$ cat config.mk
export PLATFORM = sky130hd
export DESIGN_NAME = supply_fault_seq
export DESIGN_NICKNAME = d
export VERILOG_FILES = /design/src/rtl/sfs_pkg.sv /design/src/rtl/sfs_glitch_filter.sv /design/src/rtl/sfs_seq_fsm.sv /design/src/rtl/supply_fault_seq.sv
export SDC_FILE = /design/constraint.sdc
export NUM_CORES = 1
export LEC_CHECK = 0
export ABC_AREA = 1
export BUFFER_PORTS_ARGS = -buffer_cell sky130_fd_sc_hd__buf_2
export CORE_AREA = 4 4 110 81
export CTS_CLUSTER_SIZE = 20
export DETAILED_ROUTE_END_ITERATION = 8
export DIE_AREA = 0 0 114 85
export REMOVE_ABC_BUFFERS = 1
export SETUP_SLACK_MARGIN = 0.15
export SLEW_MARGIN = 5
export SYNTH_ARGS = -nofsm -noshare
export SYNTH_HDL_FRONTEND = slang
export SYNTH_SLANG_ARGS = --single-unit
$ cat constraint.sdc
create_clock -name clk -period 1.9 [get_ports clk]
set_clock_uncertainty 0.2 [all_clocks]
set_input_delay 0.19 -clock clk [delete_from_list [all_inputs] [get_ports clk]]
set_output_delay 0.19 -clock clk [all_outputs]
set_load 0.01 [all_outputs]
$ cat src/rtl/sfs_pkg.sv
package sfs_pkg;
  localparam int MAX_MS = 1200;

  typedef enum logic [1:0] {
    ST_IDLE,
    ST_DELAY,
    ST_ASSERT,
    ST_HOLD
  } seq_state_t;

  function automatic int delay_ms(input logic [2:0] code);
    case (code)
      3'd1:    delay_ms = 1000;
      3'd2:    delay_ms = 800;
      3'd3:    delay_ms = 400;
      default: delay_ms = 1200;
    endcase
  endfunction

  function automatic int hold_ms(input logic [2:0] code);
    case (code)
      3'd1:    hold_ms = 150;
      3'd2:    hold_ms = 100;
      3'd3:    hold_ms = 80;
      default: hold_ms = 200;
    endcase
  endfunction
endpackage

$ cat src/rtl/sfs_glitch_filter.sv
module sfs_glitch_filter #(
  parameter int GLITCH_US = 50
) (
  input  logic clk,
  input  logic rst_n,
  input  logic tick_us,
  input  logic raw,
  output logic qual
);
  localparam int RUN   = GLITCH_US + 1;
  localparam int CNT_W = $clog2(RUN + 1);
  localparam logic [CNT_W-1:0] RUN_C = CNT_W'(RUN);

  logic [CNT_W-1:0] cnt;

  always_ff @(posedge clk or negedge rst_n) begin
    if (!rst_n)                        cnt <= '0;
    else if (!raw)                     cnt <= '0;
    else if (tick_us && cnt != RUN_C)  cnt <= cnt + 1'b1;
  end

  assign qual = raw && (cnt == RUN_C);

  AST_QUAL_AFTER_RUN: assert property (@(posedge clk) disable iff (!rst_n)
    $rose(qual) |-> ($past(raw) && $past(cnt) != '0));
endmodule

$ cat src/rtl/sfs_seq_fsm.sv
module sfs_seq_fsm
  import sfs_pkg::*;
(
  input  logic       clk,
  input  logic       rst_n,
  input  logic       tick_ms,
  input  logic       fault_q,
  input  logic [2:0] dly_code,
  input  logic [2:0] hold_code,
  output logic       fire,
  output logic       shut,
  output logic       pending
);
  localparam int CNT_W = $clog2(MAX_MS + 1);

  seq_state_t       state_q;
  logic [CNT_W-1:0] cnt;
  logic [CNT_W-1:0] dly_last, hold_last;

  assign dly_last  = CNT_W'(delay_ms(dly_code) - 1);
  assign hold_last = CNT_W'(hold_ms(hold_code) - 1);
  assign fire      = (state_q == ST_DELAY) && fault_q && tick_ms && (cnt == dly_last);

  always_ff @(posedge clk or negedge rst_n) begin
    if (!rst_n) begin
      state_q <= ST_IDLE;
      cnt     <= '0;
    end else begin
      case (state_q)
        ST_IDLE: begin
          cnt <= '0;
          if (fault_q) state_q <= ST_DELAY;
        end
        ST_DELAY: begin
          if (!fault_q) begin
            state_q <= ST_IDLE;
            cnt     <= '0;
          end else if (fire) begin
            state_q <= ST_ASSERT;
            cnt     <= '0;
          end else if (tick_ms) begin
            cnt <= cnt + 1'b1;
          end
        end
        ST_ASSERT: begin
          cnt <= '0;
          if (!fault_q) state_q <= ST_HOLD;
        end
        ST_HOLD: begin
          if (fault_q) begin
            state_q <= ST_ASSERT;
            cnt     <= '0;
          end else if (tick_ms) begin
            if (cnt == hold_last) begin
              state_q <= ST_IDLE;
              cnt     <= '0;
            end else begin
              cnt <= cnt + 1'b1;
            end
          end
        end
        default: state_q <= ST_IDLE;
      endcase
    end
  end

  assign shut    = (state_q == ST_ASSERT) || (state_q == ST_HOLD);
  assign pending = (state_q == ST_DELAY);

  AST_NO_SKIP_DELAY: assert property (@(posedge clk) disable iff (!rst_n)
    (state_q == ST_IDLE) |=> (state_q != ST_ASSERT));
  AST_ABORT_DELAY: assert property (@(posedge clk) disable iff (!rst_n)
    (pending && !fault_q) |=> !shut);
  AST_HOLD_REFAULT: assert property (@(posedge clk) disable iff (!rst_n)
    ((state_q == ST_HOLD) && fault_q) |=> (state_q == ST_ASSERT));
endmodule

$ cat src/rtl/supply_fault_seq.sv
module supply_fault_seq #(
  parameter int GLITCH_US = 50
) (
  input  logic       clk,
  input  logic       rst_n,
  input  logic       tick_ms,
  input  logic       tick_us,
  input  logic       ov_flag,
  input  logic       uv_flag,
  input  logic [2:0] dly_code,
  input  logic [2:0] hold_code,
  input  logic       rst_detach,
  input  logic       cause_clr,
  output logic       shdn_n,
  output logic       sys_rst_n,
  output logic       warn,
  output logic       lvl_ov,
  output logic       lvl_uv,
  output logic       cap_ov,
  output logic       cap_uv
);
  localparam int NFLAG = 2;

  logic [NFLAG-1:0] raw, qual;
  logic             fire, shut, pending;

  assign raw = {ov_flag, uv_flag};

  for (genvar g = 0; g < NFLAG; g++) begin : g_filt
    sfs_glitch_filter #(.GLITCH_US(GLITCH_US)) i_filt (
      .clk(clk), .rst_n(rst_n), .tick_us(tick_us), .raw(raw[g]), .qual(qual[g])
    );
  end

  sfs_seq_fsm i_fsm (
    .clk(clk), .rst_n(rst_n), .tick_ms(tick_ms), .fault_q(|qual),
    .dly_code(dly_code), .hold_code(hold_code),
    .fire(fire), .shut(shut), .pending(pending)
  );

  always_ff @(posedge clk or negedge rst_n) begin
    if (!rst_n) begin
      lvl_ov <= 1'b0;
      lvl_uv <= 1'b0;
      cap_ov <= 1'b0;
      cap_uv <= 1'b0;
    end else begin
      lvl_ov <= ov_flag;
      lvl_uv <= uv_flag;
      if (fire) begin
        cap_ov <= cap_ov | ov_flag;
        cap_uv <= cap_uv | uv_flag;
      end else if (cause_clr) begin
        cap_ov <= 1'b0;
        cap_uv <= 1'b0;
      end
    end
  end

  assign shdn_n    = !shut;
  assign sys_rst_n = rst_detach ? 1'b1 : !shut;
  assign warn      = pending;

  AST_CAUSE_AT_FIRE: assert property (@(posedge clk) disable iff (!rst_n)
    $fell(shdn_n) |-> (cap_ov || cap_uv));
  AST_WARN_BEFORE_SHUT: assert property (@(posedge clk) disable iff (!rst_n)
    $fell(shdn_n) |-> $past(warn));
endmodule

==> results of run 1 <==
-- cell families (layout without fill, tap and decap cells) --
logic type	Yosys count	after routing	share of synthesized area
xor gates and xnor gates	6	6	0.0311
AOI/OAI and AO/OA	22	22	0.0629
adders and majority gates	5	5	0.0324
buffers and inverters	41	111	0.0811
and+or+nand+nor	169	170	0.416
DFF	29	29	0.376
-- routing by layer --
layer  vias up  part of all wire  GRT usage
met5         -                 0          0
met4         0             0.018     0.0378
met3         8             0.053     0.0392
met1       913              0.46      0.143
met2        33              0.47      0.188
li1       1023                 -          -
-- power by group --
| part | total [mW] | internal (mW) | switching, mW |
|---|---|---|---|
| sequential | 0.646 | 0.635 | 0.0111 |
| combinational | 0.228 | 0.112 | 0.115 |
| clock | 0.747 | 0.485 | 0.262 |
-- per-stage QoR --
stage | setup WS (ns) | cell area, um^2
after floorplan | -0.0228 | 1920
after global placement | -0.288 | 2380
after detailed placement | -0.351 | 2380
after CTS | -0.0128 | 2750
after global routing | -0.172 | 2890
final | -0.0488 | 2890
-- worst paths after layout --
check,from,endpoint,slack [ns],cells past startpoint
setup / recovery,g_filt[0].i_filt.cnt[1],i_fsm.cnt[9],-0.05,10
hold / removal,ov_flag,lvl_ov,0.04,2
setup reg to reg,g_filt[0].i_filt.cnt[1],i_fsm.cnt[9],-0.05,10
hold reg to reg,g_filt[1].i_filt.cnt[4],g_filt[1].i_filt.cnt[4],0.31,1
max in group asynchronous,rst_n,async pin,0.74,2
min in group asynchronous,rst_n,g_filt[0].i_filt.cnt[0],0.29,2
-- worst register-to-register path, cell delays in order, from the launching register on --
cell                      delay, ns
sky130_fd_sc_hd__dfrtp_1       0.35
sky130_fd_sc_hd__ha_2          0.20
sky130_fd_sc_hd__nand2_2       0.06
sky130_fd_sc_hd__nor2_4        0.11
sky130_fd_sc_hd__nand3_4       0.12
sky130_fd_sc_hd__nand3_4       0.12
sky130_fd_sc_hd__nand4_1       0.14
sky130_fd_sc_hd__nor2_2        0.22
sky130_fd_sc_hd__nand3_2       0.13
sky130_fd_sc_hd__nor2_1        0.13
sky130_fd_sc_hd__nor2_1        0.05
-- flip-flops by register name, indices dropped and copies added (netlist names), named ones only --
signal / flops
g_filt.i_filt.cnt: 12
i_fsm.cnt: 11
cap_ov: 1
cap_uv: 1
i_fsm.state_q: 1
lvl_ov: 1
lvl_uv: 1
-- layout by cell type, fill, tap and decap left out, types with 5 or more instances in the layout --
| cell type | netlist | routed |
|---|---|---|
| sky130_fd_sc_hd__a21oi_1 | 7 | 5 |
| sky130_fd_sc_hd__buf_2 | 2 | 18 |
| sky130_fd_sc_hd__buf_4 | 0 | 41 |
| sky130_fd_sc_hd__clkbuf_16 | 0 | 5 |
| sky130_fd_sc_hd__dfrtp_1 | 29 | 27 |
| sky130_fd_sc_hd__inv_1 | 34 | 29 |
| sky130_fd_sc_hd__inv_2 | 5 | 9 |
| sky130_fd_sc_hd__nand2_1 | 71 | 61 |
| sky130_fd_sc_hd__nand2_2 | 1 | 9 |
| sky130_fd_sc_hd__nand3_1 | 33 | 27 |
| sky130_fd_sc_hd__nand3_4 | 2 | 7 |
| sky130_fd_sc_hd__nand4_1 | 6 | 6 |
| sky130_fd_sc_hd__nor2_1 | 30 | 26 |
| sky130_fd_sc_hd__nor2_2 | 6 | 6 |
| sky130_fd_sc_hd__nor3_1 | 10 | 7 |
| sky130_fd_sc_hd__o21ai_0 | 11 | 7 |
-- final cells by class --
cell class	instances	area, um^2
fillers	785	4880
multi-input cells	203	1300
repair buffers	64	455
well taps	101	126
flip-flops and latches	29	728
clock buffers	8	136
inverters	39	149
-- what timing repair did --
item	in CTS	in global routing
gates cloned	1	0
pin swaps	14	9
resized for setup	35	29
endpoints found under the hold margin	31	0
setup endpoints to repair	17	23
setup buffers	8	3
hold buffers	2	0
==> results, run 1 <==
- The kind of cell adding the most delay to the critical path is simple AND/OR/NAND/NOR gates.
- The checks that failed: setup timing.
- Clock latency on the worst-skew pair, taken at its later pin, is 0.28 ns.
- The ratio of cells with drive above 1 in the final layout is 0.382.
- The tightest min-delay check is of the input pin to flop type.
- The number of buffers created by CTS is 5.
- The number of enable flip-flop cells after synthesis is 0.
- Setup repair after global routing could not meet its margin everywhere.
- The cell count after placement is 422.
- Setup slack on the critical path of the routed design comes to -0.0488 ns.
- In the synthesized netlist, the number of instances is 272.
- The vertical extent of the die is 85 um.
- After synthesis, the share of flip-flops with an asynchronous set or reset is 1.00.
- In this run the tightest slew margin relative to its limit is 0.556.
- The critical path is of the flop to flop type.
- The via density per instance is 4.45.
- For this run the aggregate overflow at the end of global routing stands at 0.
- After synthesis the cells add up to 1930 um^2.
- The initial cell density of the core is 0.248.
- Entering global routing, the biggest net connects 30 pins.
- The area of the die is 9690 um^2.
- On the critical path, the stage with the largest delay is an instance of sky130_fd_sc_hd__dfrtp_1.
- The data required time at the worst endpoint is 1.86 ns.
- Final hold analysis gives a worst-case slack of 0.0414 ns.
- The sequential fraction of the synthesis area is 0.376.
- The tree is rooted in a sky130_fd_sc_hd__clkbuf_16.
- Of all cell types, the one taking the most synthesized area is sky130_fd_sc_hd__dfrtp_1.
- For this run, design rule violations remaining after detail routing come to 0.
- In the global route stage, overall resource usage came out at 0.115.
- The arrival time reported for the critical path endpoint is 1.91 ns.
- The first global-routing pass estimated 8.95 mm of wire.
- The overall power of the completed layout is 1.62 mW.
- The ratio of total power to cell area is 561 nW/um^2.
- Along the worst path, the maximum fanout reaches 4.
- After the first detailed-routing iteration, the DRC count stood at 116.
- In the synthesized netlist the dominant register cell turns out to be sky130_fd_sc_hd__dfrtp_1.
- The ratio of final minimum period to clock period is 1.03.
- The average instance area after synthesis is 7.09 um^2.
- The H-tree was split into 2 levels.
- Input and output buffers added on the ports amount to 20.
- STA classifies the critical path startpoint as a flop.
- The count of cell types in the netlist is 29.
- At the end of the flow, the number of nets in the layout was 361.
- The count of pins on the block boundary is 21.
- After synthesis, the cell types taking the most area are sky130_fd_sc_hd__dfrtp_1 (38%), sky130_fd_sc_hd__nand2_1 (14%), sky130_fd_sc_hd__nand3_1 (8.6%).
- After floorplanning, the core was sized to cover 7770 um^2.
- Walking the worst path, the cells encountered are ha_2 > nand2_2 > nor2_4 > nand3_4 > nand3_4 > nand4_1 > nor2_2 > nand3_2 > nor2_1 > nor2_1.
- The analysis attributes to cell leakage a power of 1.33 nW.
- Once detail routing completed, the nets flagged for antenna violations numbered 0.
- The via count of the first global-routing pass is 1933.
- Counting both buffers and inverters, the worst setup path holds a total of 0.
- The floorplan has 27 rows.
- The cell with the most instances after synthesis is sky130_fd_sc_hd__nand2_1.
- The max-slew violation total from the final report is 0.
- The number of antenna violations at the first check in global routing is 0.
- The count of final hold-check violations is 0.
- In this design, the stage delay of the slowest critical-path cell is 0.35 ns.
- The wire length after detailed routing is 5.27 mm.
- At the pin with the least slew margin, the transition time is 0.666 ns.
- The number of inserted diodes is 0.
- The clock-pin slew on the worst setup and hold paths is 0.05 ns.
- The setup TNS is -0.168 ns.
- The finished layout holds 444 standard cells, fillers aside.
- Across the run, the number of max-cap violations was 0.
- The clock period minus final worst setup slack is 1.95 ns.
- The routed layout has 1977 vias.
- Setup violations remaining at the end of the flow were counted as 10.
- The number of synthesis warnings is 0.
- Counting flops and latches in the post-synthesis netlist gives 29.
- The clock net in this run drives a total of 29 sinks.
- For this run, the share of the core covered by cells in the final layout is 0.372.
- For this run, the detailed router's first-pass iteration total came to 4.
- The maximum VDD drop is 279 uV.
- The deepest clock path buffer count is 2.
- The final weighted congestion in routability-driven placement is 0.832.
- The average wire per cell in the routed design is 11.9 um.
- TritonCTS built the clock tree.
- The fraction of post-synthesis cell area in the top cell type by area is 0.376.
- The flow ran to the end, but the final reports show violations.
- The type of destination of the critical path is a flop.
- The area growth from synthesis to layout is 49.9%.
- The die width is 114 um.
- The placed wire-length estimate after detailed placement is 3.67 mm.
- The commonest cells after synthesis are sky130_fd_sc_hd__nand2_1 (71), sky130_fd_sc_hd__inv_1 (34), sky130_fd_sc_hd__nand3_1 (33), sky130_fd_sc_hd__nor2_1 (30), sky130_fd_sc_hd__dfrtp_1 (29).
- The highest clock rate is 513 MHz.
(Power assumes the default switching activity.)
==> run 2, diff against run 1 <==
- CORE_AREA: 4 4 110 81 -> 4 4 65 67
- DIE_AREA: 0 0 114 85 -> 0 0 69 71
- PLACE_DENSITY: default -> 0.73
==> results, run 2 (synthesized netlist as in run 1, its figures left out) <==
- The flow ran to the end, but the final reports show violations.
- The checks that failed: setup timing.
- The placed wire-length estimate after detailed placement is 3.34 mm.
- For this run, the detailed router's first-pass iteration total came to 4.
- The number of buffers created by CTS is 5.
- The maximum VDD drop is 541 uV.
- 21 I/O pins were placed.
- The root buffer cell chosen for the clock tree is sky130_fd_sc_hd__clkbuf_8.
- Once layout is complete, the utilization of the core stands at 0.775.
- Timing would allow up to 494 MHz.
- The endpoint identified for the worst register-to-register timing path is i_fsm.cnt[6].
- After detailed routing, the wire length on met1 is 2.28 mm.
- The total met3 wirelength after detailed routing is 291 um.
- The worst slew slack as a fraction of its limit is 0.552.
- The critical path goes through ha_2 > inv_2 > nor2_4 > nand3_4 > nand3_2 > nand4_2 > nor3_1 > nor3_4.
- The most common cell after layout, fill and taps aside is sky130_fd_sc_hd__nand2_1.
- The final layout net count is 363.
- After clock tree synthesis, the clock-pin slew on the worst setup and hold paths is 0.07 ns.
- The analysis attributes to cell leakage a power of 1.34 nW.
- The startpoint of the most critical register-to-register path is g_filt[1].i_filt.cnt[1].
- The register with the most flip-flops in the layout has 12 of them.
- The slew at the pin with the worst max-slew slack is 0.672 ns.
- After detailed routing, the average wire length per cell comes to 13.8 um.
- The first routing iteration left 150 violations.
- In this run the register-to-register setup slack is -0.12 ns.
- The top routing layer in use is met4.
- The repair_antennas step left the layout with diodes totalling 0.
- The count of final hold-check violations came to 0.
- The die width is 69 um.
- The top cell types in the final layout, fill and taps aside, are sky130_fd_sc_hd__nand2_1 (57), sky130_fd_sc_hd__buf_4 (42), sky130_fd_sc_hd__dfrtp_1 (29).
- The worst slack after detailed placement is -0.294 ns.
- The via density per instance is 5.27.
- The overall power of the completed layout is 1.45 mW.
- The final weighted congestion in routability-driven placement is 0.924.
- The launching element type of the critical path is a flop.
- Setup violations remaining at the end of the flow were counted as 14.
- The max-slew violation total from the final report came to 0.
- The area of the die is 4900 um^2.
- The ratio of final minimum period to clock period is 1.07.
- The initial cell density of the core is 0.531.
- The level count of the clock H-tree is 2.
- Across the run, the number of max-cap violations was 0.
- After routing, the total negative slack on setup checks comes to -0.902 ns.
- The worst hold path was traced through 2 stages.
- The worst hold path begins at ov_flag.
- The ratio of cells with drive above 1 in the final layout is 0.420.
- The core region area is 3630 um^2.
- The number of rows created at floorplan is 22.
- For this block, the routed nets add up to 5.43 mm of wire.
- The tree built by TritonCTS fans out to 29 sinks.
- Entering global routing, the biggest net connects 30 pins.
- The number of antenna violations at the first check in global routing came to 0.
- The vertical extent of the die is 71 um.
- The total via count after detailed routing is 2073.
- The number of buffer and inverter stages on the critical path is 1.
- The data required time at the worst endpoint is 1.85 ns.
- The biggest fanout along the worst timing path is 3.
- The clock network latency to the later pin of the worst-skew pair is 0.28 ns.
- The path with the worst hold slack has its endpoint at lvl_ov.
- Among cell families on the critical path, the largest total delay comes from simple AND/OR/NAND/NOR gates.
- Setup repair after global routing could not meet its margin everywhere.
- The largest registers in the layout are g_filt.i_filt.cnt: 12 flops, i_fsm.cnt: 11 flops.
- For the worst flop-to-flop path, the logic depth is 8.
- The remaining global-route overflow is 0.
- Relative to the synthesized area, the layout overhead comes to 46.0%.
- In this run the remaining antenna-violating nets after routing total 0.
- The deepest clock path buffer count is 2.
- The via count of the first global-routing pass came to 1854.
- The register containing the most flip-flops in the final layout is g_filt.i_filt.cnt.
- The critical path in this run is classified as flop to flop.
- The global-route usage over all layers is 0.204.
- TritonCTS built the clock tree.
- After detailed routing, the number of remaining DRC violations is 0.
- The clock period minus final worst setup slack is 2.02 ns.
- In this design, the stage delay of the slowest critical-path cell is 0.40 ns.
- The type of destination of the critical path is a flop.
- The arrival time reported for the critical path endpoint is 1.98 ns.
- The type of the most critical hold path is input pin to flop.
- The largest individual stage delay along the critical path comes from the cell sky130_fd_sc_hd__nor3_1.
- The first-pass GRT wire length is 8.28 mm.
- In the detailed route, the total length drawn on met2 is 2.74 mm.
- The ratio of total power to cell area is 514 nW/um^2.
- The count of input and output buffers is 20.
- In the post-route analysis, the smallest setup slack over all paths is -0.124 ns.
## run 2: changes by cell type in the layout (fill, tap and decap cells not counted), moves of 3 or more
cell / previous run / this run
sky130_fd_sc_hd__clkbuf_1: 3 / 0
sky130_fd_sc_hd__nor2_2: 6 / 10
sky130_fd_sc_hd__o21ai_1: 4 / 7
sky130_fd_sc_hd__clkbuf_8: 0 / 7
sky130_fd_sc_hd__o21ai_0: 7 / 4
sky130_fd_sc_hd__nor2_1: 26 / 21
sky130_fd_sc_hd__clkbuf_16: 5 / 0
sky130_fd_sc_hd__nand2_1: 61 / 57
## run 2: worst max-delay path by stage
stage | depth (start not counted) | slack [ns] | startpoint | endpoint
after floorplan | 14 | -0.02 | hold_code[2] | i_fsm.state_q[0]
after global placement | 15 | -0.25 | hold_code[2] | i_fsm.state_q[0]
after detailed placement | 16 | -0.29 | dly_code[0] | i_fsm.state_q[0]
after CTS | 11 | -0.02 | g_filt[0].i_filt.cnt[0] | i_fsm.cnt[6]
after global routing | 8 | -0.21 | g_filt[1].i_filt.cnt[1] | i_fsm.cnt[6]
final | 8 | -0.12 | g_filt[1].i_filt.cnt[1] | i_fsm.cnt[6]
## run 2: metal layers
layer / GRT usage / up-vias
li1: - / 1022
met1: 0.262 / 973
met2: 0.334 / 64
met3: 0.0653 / 14
met4: 0.0542 / 0
met5: 0 / -
## run 2: per-stage QoR
stage | area (um^2) | std cells | hold WS, ns
5_1_grt | 2820 | 393 | 0.0414
3_5_place_dp | 2300 | 368 | 0.0571
4_1_cts | 2610 | 386 | 0.0116
2_1_floorplan | 1920 | 270 | -0.306
3_3_place_gp | 2300 | 368 | 0.0513
6_report | 2820 | 393 | 0.0490
## run 2: layout make-up
class / count / area, um^2
Clock buffer: 7 / 96.3
Inverter: 39 / 151
Multi-Input combinational cell: 203 / 1320
Clock inverter: 1 / 5.00
Timing Repair Buffer: 66 / 458
Tap cell: 48 / 60.1
Fill cell: 251 / 816
Sequential cell: 29 / 726
## run 2: power by group
group	internal (mW)	switching (mW)	total (mW)
registers	0.633	0.0105	0.644
clock network	0.327	0.244	0.571
logic	0.113	0.122	0.234
total	1.07	0.377	1.45
## run 2: worst reg2reg max path, stage by stage, from the launching register on
cell and delay, ns:
sky130_fd_sc_hd__dfrtp_1 0.37, sky130_fd_sc_hd__ha_2 0.19, sky130_fd_sc_hd__inv_2 0.06, sky130_fd_sc_hd__nor2_4 0.16, sky130_fd_sc_hd__nand3_4 0.13, sky130_fd_sc_hd__nand3_2 0.13
sky130_fd_sc_hd__nand4_2 0.18, sky130_fd_sc_hd__nor3_1 0.40, sky130_fd_sc_hd__nor3_4 0.08
## run 2: repair_timing
item / 4_1_cts / 5_1_grt
resized for setup: 32 / 44
pin swaps: 13 / 29
hold endpoints to repair: 31 / 0
cloned: 1 / 0
buffers inserted: 7 / 7
hold buffers: 2 / 0
endpoints found under the setup margin: 19 / 24
==> run 3, diff against run 2 <==
- CORE_AREA: 4 4 65 67 -> 4 4 63 65
- DIE_AREA: 0 0 69 71 -> 0 0 67 69
- PLACE_DENSITY: 0.73 -> 0.77
==> results, run 3 (synthesized netlist as in run 1, its figures left out) <==
- The total via count after detailed routing is 2110.
- The data required time at the worst endpoint is 1.94 ns.
- The number of antenna diodes in the final layout is 0.
- Derived from the worst setup path, the maximum achievable clock frequency is 487 MHz.
- The ratio of final minimum period to clock period is 1.08.
- Power spread over the standard cell area amounts to 446 nW/um^2.
- The type of destination of the critical path is a flop.
- Routability-driven placement finished with a final weighted congestion of 0.810.
- In the final layout, the registers with the most flip-flops are g_filt.i_filt.cnt: 12 flops, i_fsm.cnt: 11 flops.
- At the worst endpoint, the arrival time is 2.09 ns.
- The slew at the pin with the worst max-slew slack is 0.653 ns.
- Hold is met by 0.0716 ns.
- The average wire per cell in the routed design is 14.1 um.
- In the global route stage, met2 resource usage came out at 0.346.
- The first global-routing pass estimated 8.19 mm of wire.
- The leakage component of the power is 1.33 nW.
- The worst path in the final design needs a cycle of 2.05 ns, including I/O delays and setup.
- Counting the fill cells in the layout gives 206.
- The die is 69 um tall.
- The longest clock path from root to sink contains 2 buffers.
- After detailed routing, the number of vias per cell comes to 5.36.
- The max-slew violation total from the final report is 0.
- The number of maximum-capacitance constraint violations is 0.
- The number of flip-flops in the largest register is 12.
- Entering global routing, the biggest net connects 30 pins.
- In this run the tightest slew margin relative to its limit is 0.565.
- The clock tree root buffer cell is sky130_fd_sc_hd__clkbuf_4.
- The worst setup path is launched from a flop.
- The core region is 3340 um^2.
- In the global route stage, met3 resource usage came out at 0.0601.
- The count of final hold-check violations is 0.
- The path type of the worst setup path is flop to flop.
- The tree built by TritonCTS fans out to 29 sinks.
- The placed wire-length estimate after detailed placement is 3.32 mm.
- Summed over all layers, the routed wires come to 5.57 mm.
- Port buffering added 20 buffers.
- In this run the worst path has a maximum fanout of 3.
- The type of the most critical hold path is input pin to flop.
- The run finished, with violations left.
- The ratio of cells with drive above 1 in the final layout is 0.368.
- TritonCTS built the clock tree.
- The global routing stage identified its most utilized layer as met2.
- The via count of the first global-routing pass is 1852.
- The area of the die is 4620 um^2.
- In this run the number of H-tree levels came out at 2.
- The top cell types in the final layout, fill and taps aside, are sky130_fd_sc_hd__nand2_1 (63), sky130_fd_sc_hd__buf_4 (39), sky130_fd_sc_hd__inv_1 (32).
- The checks that failed: setup timing.
- Setup violations remaining at the end of the flow were counted as 15.
- The maximum VDD drop is 505 uV.
- The final design utilization is 0.825.
- The initialized floorplan defines 21 standard-cell rows.
- The final setup slack of the worst path is -0.155 ns.
- Across every metal layer, demand over resource in global routing totals 0.225.
- Setup total negative slack on the finished layout was measured at -1.55 ns.
- The number of optimization iterations in the first detailed-route pass is 5.
- The number of antenna violations at the first check in global routing is 0.
- For the worst-skew pair, the clock arrives at the later sink with an insertion delay of 0.34 ns.
- The number of DRC violations after detailed-routing iteration 0 is 164.
- The register containing the most flip-flops in the final layout is g_filt.i_filt.cnt.
- Setup repair after global routing could not meet its margin everywhere.
- The initial cell density of the core is 0.578.
- Buffers inserted during clock tree synthesis total 5.
- Once detail routing completed, the nets flagged for antenna violations numbered 0.
- The count of cells along the worst register-to-register path is 10.
- The library cell used most frequently in the layout, excluding fill and tap cells, is sky130_fd_sc_hd__nand2_1.
- The met1 track utilization from global routing is 0.306.
- The die width is 67 um.
- The worst hold path passes through 4 cells.
- After clock tree synthesis, the clock-pin slew on the worst setup and hold paths is 0.10 ns.
- The count of pins on the block boundary is 21.
- The remaining global-route overflow is 0.
- Compared with the post-synthesis result, the final layout area differs by 42.7%.
- At the end of the flow, the number of nets in the layout was 366.
- The number of remaining DRC errors is 0.
==> run 3: worst max-delay path, cell delays in order, from the launching register on <==
cell and delay, ns:
sky130_fd_sc_hd__dfrtp_1 0.37, sky130_fd_sc_hd__ha_2 0.20, sky130_fd_sc_hd__nand2_2 0.06, sky130_fd_sc_hd__nor2_4 0.14
sky130_fd_sc_hd__nand3_4 0.12, sky130_fd_sc_hd__nand3_2 0.15, sky130_fd_sc_hd__nand4_1 0.20, sky130_fd_sc_hd__buf_4 0.20
sky130_fd_sc_hd__buf_4 0.12, sky130_fd_sc_hd__nor3_1 0.12, sky130_fd_sc_hd__nor2_1 0.07
==> run 3: power by group <==
group | internal (mW) | leakage (nW) | total, mW | switching (mW)
logic | 0.107 | 0.903 | 0.220 | 0.114
registers | 0.633 | 0.396 | 0.644 | 0.0114
clock network | 0.147 | 0.0265 | 0.362 | 0.215
total | 0.886 | 1.33 | 1.23 | 0.340
==> run 3: through the flow <==
step	instances	total power, mW	setup WS [ns]	cell area [um^2]
3_5_place_dp	371	0.829	-0.337	2340
5_1_grt	394	1.29	-0.289	2750
2_1_floorplan	270	0.731	-0.0228	1920
4_1_cts	388	1.20	-0.0224	2540
3_3_place_gp	371	0.824	-0.285	2340
6_report	394	1.23	-0.155	2750
==> run 3: repair_timing <==
item,4_1_cts,5_1_grt
hold buffers,4,0
pin swaps,18,23
buffers inserted,5,6
endpoints found under the hold margin,33,0
gates cloned,0,0
endpoints found under the setup margin,16,21
resized for setup,20,42
==> run 3: final cells by class <==
class | count | area, um^2 | share of cell area
Inverter | 39 | 154 | 0.0559
Timing Repair Buffer | 70 | 518 | 0.188
Multi-Input combinational cell | 202 | 1250 | 0.454
Sequential cell | 29 | 726 | 0.264
Clock buffer | 8 | 48.8 | 0.0177
Tap cell | 46 | 57.6 | 0.0209
==> run 3: path summary, 6_finish.rpt <==
check	startpoint	end	slack [ns]
max reg2reg	g_filt[0].i_filt.cnt[0]	i_fsm.cnt[5]	-0.15
min in group asynchronous	rst_n	i_fsm.cnt[0]	0.20
max in group asynchronous	rst_n	g_filt[0].i_filt.cnt[2]	0.86
min reg2reg	g_filt[1].i_filt.cnt[4]	g_filt[1].i_filt.cnt[4]	0.32
min	tick_us	g_filt[0].i_filt.cnt[1]	0.07
max	g_filt[0].i_filt.cnt[0]	i_fsm.cnt[5]	-0.15
==> run 3: metal layers <==
layer  up-vias  share of wire  wire length, um
met1       979           0.42             2320
met5         -              0                0
met3        18          0.062              344
met4         0          0.027              148
met2        77           0.50             2760
li1       1036              -                -
